[src/rtl/booth_mult_pkg.sv]
package booth_mult_pkg;

  typedef struct packed {
    logic neg;
    logic one;
    logic two;
  } booth_digit_t;

  // number of 3:2 levels needed to bring n rows down to two
  function automatic int csa_levels(input int n);
    int rows;
    int lv;
    rows = n;
    lv   = 0;
    while (rows > 2) begin
      rows = (rows / 3) * 2 + (rows % 3);
      lv   = lv + 1;
    end
    return lv;
  endfunction

endpackage

[src/rtl/booth_recoder.sv]
module booth_recoder
  import booth_mult_pkg::*;
#(
  parameter int W = 16,
  localparam int ND = W / 2
) (
  input  logic [W-1:0]             mplier,
  output booth_digit_t [ND-1:0]    digits
);

  for (genvar i = 0; i < ND; i++) begin : g_dig
    logic hi, mid, lo;
    assign hi  = mplier[2*i+1];
    assign mid = mplier[2*i];
    if (i == 0) begin : g_first
      assign lo = 1'b0;
    end else begin : g_rest
      assign lo = mplier[2*i-1];
    end
    assign digits[i].one = mid ^ lo;
    assign digits[i].two = (hi & ~mid & ~lo) | (~hi & mid & lo);
    assign digits[i].neg = hi & ~(mid & lo);
  end

endmodule

[src/rtl/booth_pp_row.sv]
module booth_pp_row
  import booth_mult_pkg::*;
#(
  parameter int W   = 16,
  parameter int IDX = 0,
  localparam int W2 = 2 * W
) (
  input  logic [W-1:0]  mcand,
  input  booth_digit_t  digit,
  output logic [W2-1:0] row
);

  logic [W2-1:0] ext;
  logic [W2-1:0] sel;
  logic [W2-1:0] inv;

  assign ext = {{W{mcand[W-1]}}, mcand};

  always_comb begin
    if (digit.one)      sel = ext;
    else if (digit.two) sel = ext << 1;
    else                sel = '0;
    inv = digit.neg ? ~sel : sel;
    row = inv << (2 * IDX);
  end

endmodule

[src/rtl/csa_tree.sv]
module csa_tree
  import booth_mult_pkg::*;
#(
  parameter int W    = 32,
  parameter int N_IN = 9,
  localparam int LEVELS = csa_levels(N_IN)
) (
  input  logic [W-1:0] rows_i [N_IN],
  output logic [W-1:0] sum_o,
  output logic [W-1:0] carry_o
);

  logic [W-1:0] cur [N_IN];
  logic [W-1:0] nxt [N_IN];

  always_comb begin
    int n;
    int k;
    cur = rows_i;
    nxt = '{default: '0};
    n   = N_IN;
    for (int lv = 0; lv < LEVELS; lv++) begin
      nxt = '{default: '0};
      k   = 0;
      for (int g = 0; g < N_IN; g += 3) begin
        if (g + 2 < n) begin
          nxt[k]   = cur[g] ^ cur[g+1] ^ cur[g+2];
          nxt[k+1] = ((cur[g] & cur[g+1]) | (cur[g] & cur[g+2]) |
                      (cur[g+1] & cur[g+2])) << 1;
          k = k + 2;
        end else if (g < n) begin
          nxt[k] = cur[g];
          k = k + 1;
          if (g + 1 < n) begin
            nxt[k] = cur[g+1];
            k = k + 1;
          end
        end
      end
      cur = nxt;
      n   = k;
    end
    sum_o   = cur[0];
    carry_o = cur[1];
  end

endmodule

[src/rtl/booth_mult.sv]
module booth_mult
  import booth_mult_pkg::*;
#(
  parameter int W = 16,
  localparam int W2 = 2 * W,
  localparam int ND = W / 2,
  localparam int NR = ND + 1
) (
  input  logic          clk,
  input  logic          rst,
  input  logic          in_valid,
  input  logic [W-1:0]  mcand_i,
  input  logic [W-1:0]  mplier_i,
  output logic          out_valid,
  output logic [W2-1:0] product_o
);

  logic [W-1:0]         mcand_q;
  logic [W-1:0]         mplier_q;
  logic                 valid_q;
  booth_digit_t [ND-1:0] digits;
  logic [W2-1:0]        rows [NR];
  logic [W2-1:0]        fix_row;
  logic [W2-1:0]        tree_sum;
  logic [W2-1:0]        tree_carry;
  logic [W2-1:0]        full_sum;

  always_ff @(posedge clk) begin
    if (rst) begin
      mcand_q  <= '0;
      mplier_q <= '0;
      valid_q  <= 1'b0;
    end else begin
      valid_q <= in_valid;
      if (in_valid) begin
        mcand_q  <= mcand_i;
        mplier_q <= mplier_i;
      end
    end
  end

  booth_recoder #(.W(W)) u_rec (
    .mplier (mplier_q),
    .digits (digits)
  );

  for (genvar i = 0; i < ND; i++) begin : g_pp
    booth_pp_row #(.W(W), .IDX(i)) u_row (
      .mcand (mcand_q),
      .digit (digits[i]),
      .row   (rows[i])
    );
  end

  // +1 for each inverted row, placed at that row's weight
  always_comb begin
    fix_row = '0;
    for (int i = 0; i < ND; i++) begin
      fix_row[2*i] = digits[i].neg;
    end
  end
  assign rows[ND] = fix_row;

  csa_tree #(.W(W2), .N_IN(NR)) u_tree (
    .rows_i  (rows),
    .sum_o   (tree_sum),
    .carry_o (tree_carry)
  );

  assign full_sum = tree_sum + tree_carry;

  always_ff @(posedge clk) begin
    if (rst) begin
      out_valid <= 1'b0;
      product_o <= '0;
    end else begin
      out_valid <= valid_q;
      if (valid_q) product_o <= full_sum;
    end
  end

endmodule

[config.mk]
export PLATFORM = sky130hd
export DESIGN_NAME = booth_mult
export DESIGN_NICKNAME = d
export VERILOG_FILES = /design/src/rtl/booth_mult_pkg.sv /design/src/rtl/booth_recoder.sv /design/src/rtl/booth_pp_row.sv /design/src/rtl/csa_tree.sv /design/src/rtl/booth_mult.sv
export SDC_FILE = /design/constraint.sdc
export NUM_CORES = 1
export LEC_CHECK = 0
export BUFFER_PORTS_ARGS = -buffer_cell sky130_fd_sc_hd__buf_2
export CAP_MARGIN = 10
export CORE_MARGIN = 2
export CORE_UTILIZATION = 24
export CTS_CLUSTER_SIZE = 40
export DETAILED_ROUTE_END_ITERATION = 10
export PLACE_DENSITY = 0.4
export SLEW_MARGIN = 40
export SYNTH_ARGS = -nofsm -noshare
export SYNTH_HDL_FRONTEND = slang
export SYNTH_SLANG_ARGS = --single-unit
[constraint.sdc]
create_clock -name clk -period 11.8 [get_ports clk]
set_clock_uncertainty 0.1 [all_clocks]
set_input_delay 2.36 -clock clk [delete_from_list [all_inputs] [get_ports clk]]
set_output_delay 2.36 -clock clk [all_outputs]
set_load 0.005 [all_outputs]
; Word level (Yosys, flattened, before mapping)
; Cells that the tools add are included.
[word_totals]
regBits = 66
latch_bits = 0
ram_bits = 0
mem_bits_ro = 0
input_bits = 35
out_inout_bits = 33
wordCells = 167
n_memories = 0
[classes]
n_addsub = 1
n_mul = 0
n_div = 0
n_lt_le_gt_ge = 0
n_eq_ne = 0
shifts = 0
muxes = 24
bitwise = 137
reduce_logical = 0
[ops]
columns = op, n
row1 = AND 31 bit, 19
row2 = OR 31 bit, 14
row3 = XOR 32 bit, 13
row4 = two-way mux 32 bit, 3
row5 = two-way mux 30 bit, 3
row6 = two-way mux 28 bit, 3
row7 = two-way mux 26 bit, 3
row8 = two-way mux 24 bit, 3
row9 = two-way mux 22 bit, 3
row10 = AND 31 x 15 -> 31 bit, 2
row11 = two-way mux 20 bit, 3
row12 = two-way mux 18 bit, 3
row13 = AND 1 bit, 43
row14 = adder 32 bit, 1
row15 = inverter 32 bit, 1
row16 = XOR 32 x 15 -> 32 bit, 1
row17 = inverter 30 bit, 1
row18 = inverter 28 bit, 1
row19 = inverter 26 bit, 1
row20 = inverter 24 bit, 1
row21 = inverter 1 bit, 23
row22 = inverter 22 bit, 1
row23 = inverter 20 bit, 1
row24 = inverter 18 bit, 1
row25 = other kinds (2), 14

; Longest topological paths before layout
; Gate-level depths: netlist (run 1).
[logic_depth]
word_depth = 21
mapped_depth = 22
depth_no_buf = 21

; By module
; From an unflattened synthesis (run 1), not the netlist that was laid out.
[unflattened]
cells_unflattened = 1873
area_unflattened_um2 = 16385.7
[by_module_without_submodules]
columns = module, n_inst, cells_each, area_per_inst_um2, seq_area_each_um2
row1 = booth_pp_row at g_pp[1].u_row ..., 7, 109, 825.8, 0.0
row2 = csa_tree, 1, 476, 5365.1, 0.0
row3 = booth_mult, 1, 488, 4139.0, 1321.3
row4 = booth_pp_row at g_pp[0].u_row, 1, 108, 822.0, 0.0
row5 = booth_recoder, 1, 38, 279.0, 0.0

; Least setup slack after synthesis (run 1)
; OpenSTA, ideal clock, no wires.
[synth_path]
path_kind = register to register
startpoint = register mplier_q[2]
endpoint = register product_o[28]
setup_ns = 0.122
t_arrival_ns = 5.752
required_time_ns = 11.578
setup_slack_ns = 5.826
path_stages_with_launch = 22
n_path_buf = 1
synth_period_minus_slack_ns = 5.974
cell_sequence = dfxtp_1 > ha_1 > clkbuf_1 > a211oi_1 > nand2b_1 > xnor2_1 > inv_1 > fa_1 > inv_1 > fa_1 > inv_1 > fa_1 > inv_1 > fa_1 > ha_1 > a21o_1 > a21o_1 > a21oi_2 > o21ai_2 > a2111oi_4 > a2111oi_4 > a221o_1
[synth_via]
elab_chain_len = 21
elab_cells_between_ends = 54
cone_classes = add/sub: 1 / mux: 3 / bitwise: 50
[synth_lines]
columns = item, line_no
row1 = "start, declared", booth_mult.sv:19  ; logic [W-1:0] mplier_q;
row2 = "start signal, assigned", booth_mult.sv:37  ; mplier_q <= mplier_i;
row3 = inverter 1 bit, booth_recoder.sv:21  ; assign digits[i].two = (hi & ~mid & ~lo) | (~hi & mid & lo);
row4 = AND 1 bit (2 in a row), booth_recoder.sv:21
row5 = OR 1 bit, booth_recoder.sv:21
row6 = two-way mux 30 bit, booth_pp_row.sv:21  ; else if (digit.two) sel = ext << 1;
row7 = two-way mux 30 bit, booth_pp_row.sv:20  ; if (digit.one) sel = ext;
row8 = inverter 30 bit, booth_pp_row.sv:23  ; inv = digit.neg ? ~sel : sel;
row9 = two-way mux 30 bit, booth_pp_row.sv:23
row10 = AND 31 bit, csa_tree.sv:28  ; nxt[k+1] = ((cur[g] & cur[g+1]) | (cur[g] & cur[g+2]) |
row11 = OR 31 bit (2 in a row), csa_tree.sv:28
row12 = AND 31 bit, csa_tree.sv:28
row13 = OR 31 bit (2 in a row), csa_tree.sv:28
row14 = AND 31 bit, csa_tree.sv:28
row15 = OR 31 bit (2 in a row), csa_tree.sv:28
row16 = AND 31 bit, csa_tree.sv:28
row17 = OR 31 bit (2 in a row), csa_tree.sv:28
row18 = adder 32 bit *, booth_mult.sv:70  ; assign full_sum = tree_sum + tree_carry;
row19 = "end signal, assigned", booth_mult.sv:78  ; if (valid_q) product_o <= full_sum;
row20 = "end, declared", booth_mult.sv:15  ; output logic [W2-1:0] product_o
; Every way passes the cells marked *; elsewhere a longest branch is shown, timed or not.
; A chain may end at the register's enable or synchronous reset.

; Worst setup path after layout (run 1)
[layout_path]
startpoint = register mplier_q[1]
endpoint = register product_o[28]
[layout_via]
elab_chain_len = 20
elab_cells_between_ends = 58
cone_classes = add/sub: 1 / mux: 6 / bitwise: 51
[layout_lines]
columns = item, line_no
row1 = inverter 1 bit, -
row2 = AND 1 bit, booth_recoder.sv:21
row3 = OR 1 bit, booth_recoder.sv:21
row4 = two-way mux 30 bit, booth_pp_row.sv:21
row5 = two-way mux 30 bit, booth_pp_row.sv:20
row6 = inverter 30 bit, booth_pp_row.sv:23
row7 = two-way mux 30 bit, booth_pp_row.sv:23
row8 = AND 31 bit, csa_tree.sv:28
row9 = OR 31 bit (2 in a row), csa_tree.sv:28
row10 = AND 31 bit, csa_tree.sv:28
row11 = OR 31 bit (2 in a row), csa_tree.sv:28
row12 = AND 31 bit, csa_tree.sv:28
row13 = OR 31 bit (2 in a row), csa_tree.sv:28
row14 = AND 31 bit, csa_tree.sv:28
row15 = OR 31 bit (2 in a row), csa_tree.sv:28
row16 = adder 32 bit *, booth_mult.sv:70
; Marks and branches as above.

==> out/results.ini, run 1 <==
[cts]
path_clk_slew_ns = 0.06
post_cts_buffers = 0
cts_tree = done
ctsResizeCount = 0
cts.sinks = 66
cts.htree.levels = 3
hold_buffers = 0
numCtsBuffers = 9
cts-root-buf = clkbuf_16
clockBufferDepth = 2
clock_latency_ns = 0.37

[critical_path]
setup.worst_path.class = reg -> reg
crit_fanout = 22
crit_required_ns = 11.96
worstPathArrival_ns = 6.85
start_kind = register
end_kind = register

[floorplanning]
die-area_mm2 = 0.04684
rows = 77
die_w_um = 216.4
initial_core_util = 0.2438
core_mm2 = 0.04441
die_y_um = 216.4
ioPinCount = 68

[power_and_ir_drop]
leakage_nw = 5.750
peakVddDrop_v = 0.0001671
p_per_area_mw_per_mm2 = 247.5
totalPowerFinal_mw = 2.951

[synthesis]
synth_area_mm2 = 0.01083
synth_cell_types = 61
avgSynthCellArea_um2 = 8.474
synth_common_cells = inv_1, nor2_1, mux2i_1
synth_edf_count = 0
synthTopCellsByArea = fa_1, mux2i_1, dfxtp_1
ys_async_sr_fraction = 0
synth_flop_cell = dfxtp_1
yosysWarnings = 0
syn_inst = 1278
syn-num-nets = 1504
synth-seq-area-share = 0.1220
synth_top_area_cell = fa_1
synth_top_area_frac = 0.2144
ys_seq_elements = 66

[place]
port_buffers = 67
dpl_cell_area_mm2 = 0.01165
hpwl_um = 23080
place.gp.congestion = 0.7979

[route]
highest_layer = met4
drcViolationCount = 0
wl_met1_um = 15950
avgRoutedWirePerCell_um = 16.43
met2WireLength_um = 12980
antenna_left = 0
firstDrtPassIters = 4
vias = 8040
vias_per_cell = 4.293
met3WireLength_um = 1426
wl_um = 30780
drt_first_iter_violations = 419

[timing]
rsz0062_at_grt = no
finalCriticalPeriod_ns = 6.691
hold_viol_final = 0
min_period_over_period = 0.5670
setup_tns_ns = 0
setup_viol = 0
relSlewSlack = 0.4228
holdWs_ns = 0.3543
drv_slew = 0
max_freq_mhz = 149.5
worst_slew_pin_slew_ns = 0.8647

[global_route]
grt_pass1_wl_um = 49200
grt_usage = 0.1364
grt_pass1_vias = 8469
antenna_found_initial = 0
grt_max_degree = 64
grt-ovfl-total = 0

[outcome]
status = complete, no violations

[layout]
post-route-util = 0.2684
drive_gt1_frac = 0.1101
fin_area_mm2 = 0.01192
insertedDiodeCount = 0
syn2layout_area_growth_pct = 10.08
nets = 1503

[run]
drv_cap = 0

[worst_hold_path]
hold_path.class = reg -> reg

==> stage by stage <==
step / cells / setup WS [ns]
CTS: 1873 / 4.823
finish: 1873 / 5.109
global placement: 1858 / 4.604
global route: 1873 / 4.741
floorplan: 1278 / 5.826
detailed placement: 1858 / 4.833
==> area by class of cell <==
| type | count | area, um2 |
|---|---|---|
| Clock buffer | 9 | 225.2 |
| Multi-Input combinational cell | 936 | 8452 |
| Clock inverter | 6 | 35.03 |
| Fill cell | 4795 | 32490 |
| Sequential cell | 66 | 1334 |
| Tap cell | 592 | 740.7 |
| Timing Repair Buffer | 82 | 450.4 |
| Inverter | 182 | 683.2 |
==> cells by family (layout without fill, tap and decap cells) <==
group,Yosys count,count (layout),synth area share
AOI/OAI and AO/OA,135,135,0.08631
xor gates and xnor gates,156,156,0.1262
adders and majority gates,191,191,0.3011
buffers and inverters,276,279,0.1010
DFF,66,66,0.1220
muxes,152,152,0.1406
and+or+nand+nor,302,302,0.1228
==> registers in the layout, indices dropped and copies added, names as in the netlist <==
signal,count
valid_q,1
mcand_q,16
mplier_q,16
out_valid,1
product_o,32
==> report_power, final <==
part	internal [mW]	switching [mW]
Combinational	0.957	1.45
Sequential	0.255	0.0397
Clock	0.139	0.114
Total	1.35	1.60
==> placed cells by master (no fill, tap or decap), drive strengths merged, types with 4 or more instances in the layout <==
master and count:
nor2b 16, clkinv 5, nand2 49, nor2 181
a21o 11, clkbuf 9, a21oi 37, fa 116
xnor2 45, nand3 8, mux2i 151, ha 75
nand4 7, a211oi 12, xor2 111, or3 5
buf 82, nand2b 17, inv 181, o21ai 36
a31oi 5, nor3 7, o21bai 4, dfxtp 66
o21a 6
==> critical path, stage by stage, from the launching register on <==
cell and delay, ns:
dfxtp_2 0.66, ha_2 0.56, a211oi_1 0.08, buf_4 0.21, nand2b_1 0.16, xnor2_1 0.42, inv_1 0.12, fa_1 0.60
inv_1 0.16, fa_1 0.50, inv_1 0.05, fa_1 0.47, inv_1 0.05, fa_1 0.43, ha_1 0.37, a21o_1 0.20
a21o_1 0.19, a21oi_2 0.20, o21ai_2 0.10, a2111oi_4 0.50, a2111oi_4 0.13, a221o_1 0.28
==> metal layers <==
metal | GRT usage | vias to the layer above
met5 | 0 | -
li1 | - | 4046
met4 | 0.03562 | 0
met1 | 0.1977 | 3836
met2 | 0.2084 | 137
met3 | 0.02260 | 21
==> final timing paths <==
path	from	endpoint	slack, ns	depth (start not counted)
max	mplier_q[1]$_SDFFE_PP0P_	product_o[28]$_SDFFE_PP0P_	5.11	21
min	product_o[24]$_SDFFE_PP0P_	product_o[24]$_SDFFE_PP0P_	0.35	2
max reg2reg	mplier_q[1]$_SDFFE_PP0P_	product_o[28]$_SDFFE_PP0P_	5.11	21
min reg2reg	product_o[24]$_SDFFE_PP0P_	product_o[24]$_SDFFE_PP0P_	0.35	2
Power figures use the tool's default switching activity.
==> inputs of run 2 (changes only) <==
--- a/config.mk
+++ b/config.mk
@@ -11,7 +11,7 @@
 export CORE_UTILIZATION = 24
 export CTS_CLUSTER_SIZE = 40
 export DETAILED_ROUTE_END_ITERATION = 10
-export PLACE_DENSITY = 0.4
+export PLACE_DENSITY = 0.42
 export SLEW_MARGIN = 40
 export SYNTH_ARGS = -nofsm -noshare
 export SYNTH_HDL_FRONTEND = slang
==> constraint.sdc (replaced) <==
create_clock -name clk -period 5.5 [get_ports clk]
set_clock_uncertainty 0.1 [all_clocks]
set_input_delay 1.1 -clock clk [delete_from_list [all_inputs] [get_ports clk]]
set_output_delay 1.1 -clock clk [all_outputs]
set_load 0.005 [all_outputs]
==> run 2 against run 1 <==
Critical path type unchanged. Largest power group unchanged. Global-route usage fell by 0.34 points. Clock power grew 120%. Utilization up 4.5 points. Total power increased to 2.7 times the previous value. Combinational power grew to 2.9 times the previous value. Design area is 17% higher.
==> out/results.ini, run 2 (synthesis results as in run 1) <==
[power_and_ir_drop]
clkPwrFrac = 0.068
p_per_area_mw_per_mm2 = 580.7
leakage_nw = 6.728
power.share.sequential = 0.073
combPwrFrac = 0.859
intPower_mw = 4.278
p_sw_frac = 0.4699
totalPowerFinal_mw = 8.070
peakVddDrop_v = 0.0002883
p_switching_mw = 3.792

[route]
vias_per_cell = 4.208
highest_layer = met4
met3WireLength_um = 672
drcViolationCount = 0
antenna_left = 0
wl_um = 30780
avgRoutedWirePerCell_um = 15.13
wl_met1_um = 15950
met2WireLength_um = 13580
drt_first_iter_violations = 253
firstDrtPassIters = 4
vias = 8564

[layout]
drive_gt1_frac = 0.2495
nets = 1667
final_common_cell = inv_1
insertedDiodeCount = 0
most-common-layout-cells = inv_1, nor2_1, mux2i_1
syn2layout_area_growth_pct = 28.34
top_regs = product_o (32), mcand_q (16), mplier_q (16)
top_register = product_o
largest_register_ffs = 32

[floorplanning]
die_w_um = 216.4
ioPinCount = 68
core_mm2 = 0.04441
die_y_um = 216.4
die-area_mm2 = 0.04684
rows = 77
initial_core_util = 0.2438

[critical_path]
slowest_stage = fa_1
crit_fanout = 4
path_buf_inv = 5
worstPathArrival_ns = 5.53
end_kind = register
cp_top_family = adder cells
setup.worst_path.class = reg -> reg
max_stage_delay_ns = 0.56
crit_required_ns = 5.65
cp_common_cell = fa_1
start_kind = register
cp_cell_sequence = buf_6, buf_4, a211oi_4, buf_12, nor2_1, xor2_1, fa_1, inv_1, fa_1, fa_1, fa_1, inv_1, ha_1, a21oi_2, o21a_1, or2_4, a211oi_4, a2111oi_4, a2111oi_4, a221o_1

[cts]
clock_latency_ns = 0.36
cts-root-buf = clkbuf_16
numCtsBuffers = 9
cts_tree = done
cts.htree.levels = 3
cts.sinks = 66
hold_buffers = 0
clockBufferDepth = 2
path_clk_slew_ns = 0.06

[timing]
drv_slew = 0
relSlewSlack = 0.4706
worst_slew_pin_slew_ns = 0.7941
rsz0062_at_grt = yes
min_period_over_period = 0.9799
hold_viol_final = 0
max_freq_mhz = 185.6
finalCriticalPeriod_ns = 5.389
fin_ws_ns = 0.1108
setup_viol = 0

[place]
hpwl_um = 24690
port_buffers = 67
place_ws_ns = -0.06571
place.gp.congestion = 0.8409

[global_route]
grt_pass1_vias = 8760
grt-ovfl-total = 0
grt_pass1_wl_um = 49080
antenna_found_initial = 0
grt_usage = 0.1330
grt_max_degree = 64

[worst_hold_path]
hold_path.class = reg -> reg

[run]
drv_cap = 0

[outcome]
status = complete, no violations

==> run 2: worst register-to-register path: stages (launching register included) <==
cell and delay, ns:
dfxtp_4 0.35, buf_6 0.12, buf_4 0.15, a211oi_4 0.27
buf_12 0.16, nor2_1 0.05, xor2_1 0.16, fa_1 0.56
inv_1 0.08, fa_1 0.56, fa_1 0.43, fa_1 0.49
inv_1 0.04, ha_1 0.32, a21oi_2 0.16, o21a_1 0.17
or2_4 0.14, a211oi_4 0.07, a2111oi_4 0.48, a2111oi_4 0.13
a221o_1 0.29
==> run 2: final timing paths <==
kind	from	end	slack, ns	cells past startpoint
min	product_o[23]$_SDFFE_PP0P_	product_o[23]$_SDFFE_PP0P_	0.35	2
min reg2reg	product_o[23]$_SDFFE_PP0P_	product_o[23]$_SDFFE_PP0P_	0.35	2
max reg2reg	mplier_q[9]$_SDFFE_PP0P_	product_o[28]$_SDFFE_PP0P_	0.11	20
max	mplier_q[9]$_SDFFE_PP0P_	product_o[28]$_SDFFE_PP0P_	0.11	20
==> run 2: area by class of cell <==
cell class / count / area (um2)
clock buffer: 13 / 260.3
fill: 4693 / 30520
inverter: 182 / 683.2
multi-input combinational: 936 / 8895
sequential: 66 / 1340
tap: 592 / 740.7
timing repair buffer: 246 / 1979
==> run 2: stage by stage <==
stage          cells  setup TNS [ns]    util  cell area [um2]  hold slack, ns
2_1_floorplan   1278               0       -            10990          0.3487
3_3_place_gp    1991        -0.04921  0.2896            12860          0.3436
3_5_place_dp    1991         -0.1309  0.2897            12860          0.3407
4_1_cts         2011        -0.01023  0.2992            13290          0.3535
5_1_grt         2035         -0.2544  0.3129            13900          0.3809
6_report        2035               0  0.3129            13900          0.3473
==> run 2: metal layers <==
metal | up-vias | global-route usage
met5 | - | 0
met4 | 0 | 0.04498
li1 | 4367 | -
met2 | 101 | 0.2078
met3 | 21 | 0.01361
met1 | 4075 | 0.1905
==> run 2: repair_timing <==
| action | in CTS | in global routing |
|---|---|---|
| setup buffers | 7 | 22 |
| cloned | 0 | 3 |
| pin swaps | 15 | 44 |
| endpoints found under the setup margin | 5 | 15 |
| gates resized for setup | 19 | 90 |
==> run 2: power groups by stage <==
stage | logic [mW] | registers [mW] | clock network, mW
after global routing | 7.76 | 0.603 | 0.594
after CTS | 6.42 | 0.594 | 0.578
after detailed placement | 6.31 | 0.602 | 0
final | 6.93 | 0.591 | 0.548
after floorplan | 4.08 | 0.592 | 0
after global placement | 6.32 | 0.602 | 0
